[src/rtl/dbs_pkg.sv]
package dbs_pkg;

    typedef enum logic [2:0] {
        CT_NONE     = 3'd0,
        CT_BRA      = 3'd1,
        CT_BCOND    = 3'd2,
        CT_JREG     = 3'd3,
        CT_CALL_REL = 3'd4,
        CT_CALL_REG = 3'd5,
        CT_RET      = 3'd6,
        CT_RSVD     = 3'd7
    } ct_kind_e;

    typedef enum logic [3:0] {
        CC_ALWAYS = 4'd0,
        CC_NEVER  = 4'd1,
        CC_ZS     = 4'd2,
        CC_ZC     = 4'd3,
        CC_CS     = 4'd4,
        CC_CC     = 4'd5,
        CC_NS     = 4'd6,
        CC_NC     = 4'd7,
        CC_VS     = 4'd8,
        CC_VC     = 4'd9,
        CC_SLT    = 4'd10,
        CC_SGE    = 4'd11,
        CC_SLE    = 4'd12,
        CC_SGT    = 4'd13,
        CC_ULE    = 4'd14,
        CC_UGT    = 4'd15
    } cc_e;

    typedef enum logic [1:0] {
        ST_FILL = 2'd0,
        ST_RUN  = 2'd1,
        ST_SLOT = 2'd2
    } seq_state_e;

    typedef struct packed {
        logic n;
        logic z;
        logic v;
        logic c;
    } flag_bits_t;

endpackage

[src/rtl/dbs_cond_eval.sv]
module dbs_cond_eval
    import dbs_pkg::*;
(
    input  logic [3:0] sel,
    input  logic [3:0] flags,
    output logic       pass
);
    flag_bits_t f;
    logic       lt_s;
    logic       le_s;
    logic       le_u;

    assign f    = flag_bits_t'(flags);
    assign lt_s = f.n ^ f.v;
    assign le_s = lt_s | f.z;
    assign le_u = f.c | f.z;

    always_comb begin
        unique case (cc_e'(sel))
            CC_ALWAYS: pass = 1'b1;
            CC_NEVER:  pass = 1'b0;
            CC_ZS:     pass = f.z;
            CC_ZC:     pass = ~f.z;
            CC_CS:     pass = f.c;
            CC_CC:     pass = ~f.c;
            CC_NS:     pass = f.n;
            CC_NC:     pass = ~f.n;
            CC_VS:     pass = f.v;
            CC_VC:     pass = ~f.v;
            CC_SLT:    pass = lt_s;
            CC_SGE:    pass = ~lt_s;
            CC_SLE:    pass = le_s;
            CC_SGT:    pass = ~le_s;
            CC_ULE:    pass = le_u;
            CC_UGT:    pass = ~le_u;
            default:   pass = 1'b0;
        endcase
    end
endmodule

[src/rtl/dbs_target_gen.sv]
module dbs_target_gen
    import dbs_pkg::*;
#(
    parameter int AW         = 32,
    parameter int OFF_W      = 16,
    parameter int INSN_BYTES = 2
) (
    input  logic [2:0]      kind,
    input  logic            delayed,
    input  logic [AW-1:0]   pc,
    input  logic [OFF_W-1:0] offset,
    input  logic [AW-1:0]   reg_target,
    input  logic [AW-1:0]   ret_addr,
    output logic [AW-1:0]   target,
    output logic [AW-1:0]   link
);
    localparam logic [AW-1:0] STEP1 = AW'(INSN_BYTES);
    localparam logic [AW-1:0] STEP2 = AW'(2 * INSN_BYTES);

    logic [AW-1:0] off_ext;

    generate
        if (AW > OFF_W) begin : g_sext
            assign off_ext = {{(AW-OFF_W){offset[OFF_W-1]}}, offset};
        end else begin : g_trunc
            assign off_ext = offset[AW-1:0];
        end
    endgenerate

    always_comb begin
        unique case (ct_kind_e'(kind))
            CT_BRA, CT_BCOND, CT_CALL_REL: target = pc + off_ext;
            CT_JREG, CT_CALL_REG:          target = reg_target;
            CT_RET:                        target = ret_addr;
            default:                       target = pc + STEP1;
        endcase
    end

    // A delayed call returns past its slot instruction.
    assign link = pc + (delayed ? STEP2 : STEP1);
endmodule

[src/rtl/dslot_pc_seq.sv]
module dslot_pc_seq
    import dbs_pkg::*;
#(
    parameter int              AW         = 32,
    parameter int              OFF_W      = 16,
    parameter int              INSN_BYTES = 2,
    parameter logic [AW-1:0]   RESET_VEC  = 32'h0000_0100
) (
    input  logic              clk,
    input  logic              rst_n,
    input  logic [2:0]        ct_kind,
    input  logic              ct_delayed,
    input  logic [3:0]        cc_sel,
    input  logic [3:0]        flags,
    input  logic [OFF_W-1:0]  br_offset,
    input  logic [AW-1:0]     reg_target,
    input  logic [AW-1:0]     ret_addr,
    output logic [AW-1:0]     fetch_addr,
    output logic [AW-1:0]     exec_pc,
    output logic              exec_valid,
    output logic              delay_slot,
    output logic              illegal_slot,
    output logic              link_we,
    output logic [AW-1:0]     link_addr
);
    localparam logic [AW-1:0] STEP = AW'(INSN_BYTES);

    seq_state_e    st_q, st_d;
    logic [AW-1:0] pcf_q, pcf_d;
    logic [AW-1:0] pce_q, pce_d;

    ct_kind_e      kind;
    logic          is_ctrl;
    logic          is_call;
    logic          legal;
    logic          taken;
    logic          cond_pass;
    logic [AW-1:0] target;
    logic [AW-1:0] link_val;

    assign kind    = ct_kind_e'(ct_kind);
    assign is_ctrl = (kind != CT_NONE) && (kind != CT_RSVD);
    assign is_call = (kind == CT_CALL_REL) || (kind == CT_CALL_REG);
    assign legal   = (st_q == ST_RUN) && is_ctrl;
    assign taken   = legal && ((kind != CT_BCOND) || cond_pass);

    dbs_cond_eval u_cond (
        .sel   (cc_sel),
        .flags (flags),
        .pass  (cond_pass)
    );

    dbs_target_gen #(
        .AW         (AW),
        .OFF_W      (OFF_W),
        .INSN_BYTES (INSN_BYTES)
    ) u_tgt (
        .kind       (ct_kind),
        .delayed    (ct_delayed),
        .pc         (pce_q),
        .offset     (br_offset),
        .reg_target (reg_target),
        .ret_addr   (ret_addr),
        .target     (target),
        .link       (link_val)
    );

    // State register
    always_ff @(posedge clk or negedge rst_n) begin
        if (!rst_n) begin
            st_q  <= ST_FILL;
            pcf_q <= RESET_VEC;
            pce_q <= RESET_VEC;
        end else begin
            st_q  <= st_d;
            pcf_q <= pcf_d;
            pce_q <= pce_d;
        end
    end

    // Next-state logic
    always_comb begin
        st_d  = ST_RUN;
        pcf_d = pcf_q + STEP;
        pce_d = pcf_q;
        unique case (st_q)
            ST_FILL: begin
                st_d = ST_RUN;
            end
            ST_RUN: begin
                if (taken && !ct_delayed) begin
                    // squash the instruction fetched behind the branch
                    st_d  = ST_FILL;
                    pcf_d = target;
                    pce_d = pce_q;
                end else if (legal && ct_delayed) begin
                    st_d  = ST_SLOT;
                    pcf_d = taken ? target : (pcf_q + STEP);
                end else begin
                    st_d = ST_RUN;
                end
            end
            ST_SLOT: begin
                // a transfer here is reported, never followed
                st_d = ST_RUN;
            end
            default: begin
                st_d = ST_FILL;
            end
        endcase
    end

    // Outputs
    always_comb begin
        fetch_addr   = pcf_q;
        exec_pc      = pce_q;
        exec_valid   = (st_q != ST_FILL);
        delay_slot   = (st_q == ST_SLOT);
        illegal_slot = (st_q == ST_SLOT) && is_ctrl;
        link_we      = legal && is_call;
        link_addr    = link_val;
    end
endmodule

[config.mk]
export PLATFORM = sky130hd
export DESIGN_NAME = dslot_pc_seq
export DESIGN_NICKNAME = d
export VERILOG_FILES = /design/src/rtl/dbs_pkg.sv /design/src/rtl/dbs_cond_eval.sv /design/src/rtl/dbs_target_gen.sv /design/src/rtl/dslot_pc_seq.sv
export SDC_FILE = /design/constraint.sdc
export NUM_CORES = 1
export LEC_CHECK = 0
export ABC_AREA = 0
export BUFFER_PORTS_ARGS = -buffer_cell sky130_fd_sc_hd__buf_4
export CAP_MARGIN = 20
export CORE_UTILIZATION = 42
export CTS_CLUSTER_DIAMETER = 100
export CTS_CLUSTER_SIZE = 8
export DETAILED_ROUTE_END_ITERATION = 10
export GPL_TIMING_DRIVEN = 1
export PLACE_DENSITY = 0.68
export SETUP_SLACK_MARGIN = 0.5
export SYNTH_ARGS = -nofsm -noshare
export SYNTH_HDL_FRONTEND = slang
export SYNTH_HIERARCHICAL = 1
export SYNTH_SLANG_ARGS = --single-unit
[constraint.sdc]
create_clock -name clk -period 8 [get_ports clk]
set_input_delay 1.6 -clock clk [delete_from_list [all_inputs] [get_ports clk]]
set_output_delay 1.6 -clock clk [all_outputs]
set_load 0.01 [all_outputs]
==> results.sh <==
export IMPL_outcome="complete, no violations"
export IMPL_synth_nets=1075
export IMPL_synth_xor_area_share_pct=11.9
export IMPL_fin_skew_ns=0.00724
export IMPL_drive_gt1_share_pct=24.8
export IMPL_path_class="primary input to output port"
export IMPL_drv_cap=0
export IMPL_cts_buffers=9
export IMPL_overflow=0
export IMPL_synth_fa_ha_area_share_pct=8.07
export IMPL_path_max_fanout=6
export IMPL_cts_max_path_buffers=2
export IMPL_die_area_sq_um=18500
export IMPL_sw_frac_of_total_pct=49.6
export IMPL_cp_slowest_stage_delay_ns=0.52
export IMPL_postCtsSetupBuffers=0
export IMPL_r2r_start="exec_pc[1]"
export IMPL_period_needed_ns=5.51
export IMPL_fin_tns_setup_ns=0
export IMPL_fillers=1713
export IMPL_dr_pass1_iters=5
export IMPL_holdPathStages=1
export IMPL_rrSetupSlack_ns=4.67
export IMPL_combPwrFrac_pct=61.7
export IMPL_cts_tree="built"
export IMPL_slowest_stage="or3_1"
export IMPL_ys_types=85
export IMPL_hold_viol_final=0
export IMPL_dp_cells=1314
export IMPL_regArea_sq_um=1650
export IMPL_synthCells=944
export IMPL_synth_avg_cell_area_sq_um=7.99
export IMPL_hold_path_class="flop to flop"
export IMPL_clockPowerShare_pct=11.1
export IMPL_rows=48
export IMPL_yosysWarnings=6
export IMPL_finalPower_mw=3.36
export IMPL_core_area_sq_um=17400
export IMPL_drc=0
export IMPL_synthTopCellsByCount="109 x nand2_1, 77 x o21ai_0, 68 x nor2_1"
export IMPL_min_from="st_q[0]"
export IMPL_synth_edf_count=0
export IMPL_finalWorstSetupSlack_ns=2.49
export IMPL_synth_seq_cells=66
export IMPL_synth_compound_area_share_pct=23.2
export IMPL_cp_data_arrival_time_ns=3.91
export IMPL_drtIter0Drc=781
export IMPL_fin_crit_sh_pct=68.9
export IMPL_grt_pass1_wl_microns=41700
export IMPL_port_buffer_count=193
export IMPL_synth_simple_area_share_pct=23.3
export IMPL_place_ws_ns=2.53
export IMPL_tightest_slew_ns=1.04
export IMPL_cp_start_kind="primary input"
export IMPL_crit_chain="buf_4 -> inv_1 -> ha_1 -> inv_1 -> fa_1 -> or3_1 -> or2_1 -> inv_1 -> and3_1 -> xor2_1 -> buf_4"
export IMPL_cpLargestDelayFamily="simple AND/OR/NAND/NOR gates"
export IMPL_post_cts_resized=0
export IMPL_utilization_pct=53.6
export IMPL_syn_to_final_growth_pct=23.9
export IMPL_p_seq_share_pct=27.2
export IMPL_ant_nets=0
export IMPL_rsz0062_at_grt="false"
export IMPL_cpMostUsedCell="inv_1"
export IMPL_clock_latency_ns=0.34
export IMPL_antenna_found_initial=1
export IMPL_grt_pass1_vias=7423
export IMPL_dieHeight_microns=136
export IMPL_cts_hold_buf=0
export IMPL_multi_input_area_sq_um=5530
export IMPL_synth_area_leaders="dfrtp_1 21%, xnor2_1 6.0%, ha_1 5.8%, xor2_1 5.8%, nand2_1 5.4%"
export IMPL_via_count=8038
export IMPL_grt_use_total_pct=29.7
export IMPL_fin_cells=1331
export IMPL_gp_congestion=1.01
export IMPL_wirelength_microns=27300
export IMPL_setup_viol=0
export IMPL_grt_max_degree=73
export IMPL_slew_violations=0
export IMPL_rr_endpoint="fetch_addr[26]"
export IMPL_post_synth_top_count_cell="nand2_1"
export IMPL_drt_wirelength_per_cell_microns=20.5
export IMPL_root_buffer="clkbuf_16"
export IMPL_ys_async_sr_fraction_pct=100
export IMPL_max_vdd_ir_drop_v=0.000185
export IMPL_r2r_cells=11
export IMPL_ys_seq_area_share_pct=21.9
export IMPL_yosys_area_top_type="dfrtp_1"
export IMPL_critPathBufInv=5
export IMPL_numClockSinks=66
export IMPL_power_density_nw_per_um2=359
export IMPL_viasPerCell=6.04
export IMPL_boundaryPins=194
export IMPL_holdPathEnd="st_q[0]"
export IMPL_synth_top_cell_area_share_pct=21.2
export IMPL_h_tree_depth=3
export IMPL_initial_core_util_pct=43.3
export IMPL_power_switching_mw=1.66
export IMPL_dp_hpwl_microns=20800
export IMPL_fmax_ghz=0.182
export IMPL_synth_flop_cell="dfrtp_1"
export IMPL_nNetsFinal=1231
export IMPL_clkTransAtPathRegs_ns=0.06
export IMPL_synthMuxAreaShare_pct=6.89
export IMPL_p_int_mw=1.69
export IMPL_worstPathRequired_ns=6.40
export IMPL_die_x_microns=136
export IMPL_leakage_nw=4.00
export IMPL_slew_headroom_pct=30.4
export IMPL_synth_top_family_by_area="simple AND/OR/NAND/NOR gates"
export IMPL_end_kind="output port"
export IMPL_syn_cell_area_sq_um=7540
==> worst max path at each step <==
stage	start	endpoint	cells after the start
floorplan	ct_delayed	link_addr[29]	9
detailed placement	ct_delayed	link_addr[29]	11
global route	ct_delayed	link_addr[29]	11
finish	ct_delayed	link_addr[29]	11
CTS	ct_delayed	link_addr[29]	11
global placement	ct_delayed	link_addr[29]	11
==> cell usage in the layout (no fill, tap or decap), drive strengths merged, types with 9 or more instances in the layout <==
| cell type | instances |
|---|---|
| nor2b | 9 |
| nand3 | 30 |
| a21o | 10 |
| xor2 | 50 |
| ha | 35 |
| nor3 | 24 |
| o21ai | 82 |
| a21oi | 49 |
| mux2i | 11 |
| inv | 26 |
| and3 | 19 |
| nand2 | 109 |
| nand4 | 26 |
| a211oi | 12 |
| a31oi | 9 |
| dfrtp | 64 |
| nor2 | 68 |
| nor4 | 9 |
| buf | 199 |
| mux2 | 36 |
| maj3 | 13 |
| xnor2 | 52 |
| o211ai | 10 |
| clkbuf | 10 |
==> routing by layer <==
metal / wire, microns / part of all wire [%] / up-vias / track usage [%]
li1: - / - / 3801 / -
met1: 12100 / 44 / 3820 / 42.3
met2: 12100 / 44 / 370 / 45.7
met3: 2370 / 8.7 / 47 / 4.10
met4: 715 / 2.6 / 0 / 10.0
met5: 0 / 0 / - / 0
==> sequential cells by signal, indices dropped and copies added, names as in the netlist <==
register,flops
st_q,2
exec_pc,32
fetch_addr,32
==> power by group through the flow <==
stage	clock (mW)	sequential, mW	combinational [mW]
final	0.374	0.912	2.07
after detailed placement	0	0.902	2.03
after global placement	0	0.896	2.01
after global routing	0.394	0.936	2.26
after floorplan	0	0.789	1.31
after CTS	0.380	0.896	2.04
==> metrics by stage <==
| stage | hold slack [ns] | cell area (sq um) |
|---|---|---|
| 4_1_cts | 0.510 | 9330 |
| 2_1_floorplan | 0.452 | 7540 |
| 3_3_place_gp | 0.481 | 9050 |
| 5_1_grt | 0.518 | 9340 |
| 6_report | 0.512 | 9340 |
| 3_5_place_dp | 0.499 | 9050 |
==> layout make-up <==
| cell class | instances | share of cell area, % |
|---|---|---|
| multi-input cells | 798 | 59.2 |
| flip-flops and latches | 66 | 17.7 |
| repair buffers | 199 | 16.0 |
| well taps | 225 | 3.02 |
| clock buffers | 10 | 2.56 |
| inverters | 26 | 1.05 |
| clock inverters | 6 | 0.442 |
| diodes | 1 | 0.0268 |
==> worst reg2reg max path, delay by kind of cell, from the launching register on <==
family | cells | cell delay (ns)
DFF | 1 | 0.59
buffers and inverters | 1 | 0.12
adders and majority gates | 1 | 0.43
AOI/OAI and AO/OA | 5 | 1.18
and+or+nand+nor | 4 | 0.93
==> cell families after synthesis <==
| group | Yosys count |
|---|---|
| xor gates and xnor gates | 102 |
| DFF | 66 |
| muxes | 47 |
| AOI/OAI and AO/OA | 257 |
| buffers and inverters | 80 |
| and+or+nand+nor | 342 |
| adders and majority gates | 50 |
Note: power is estimated with default switching activity, not from simulation.
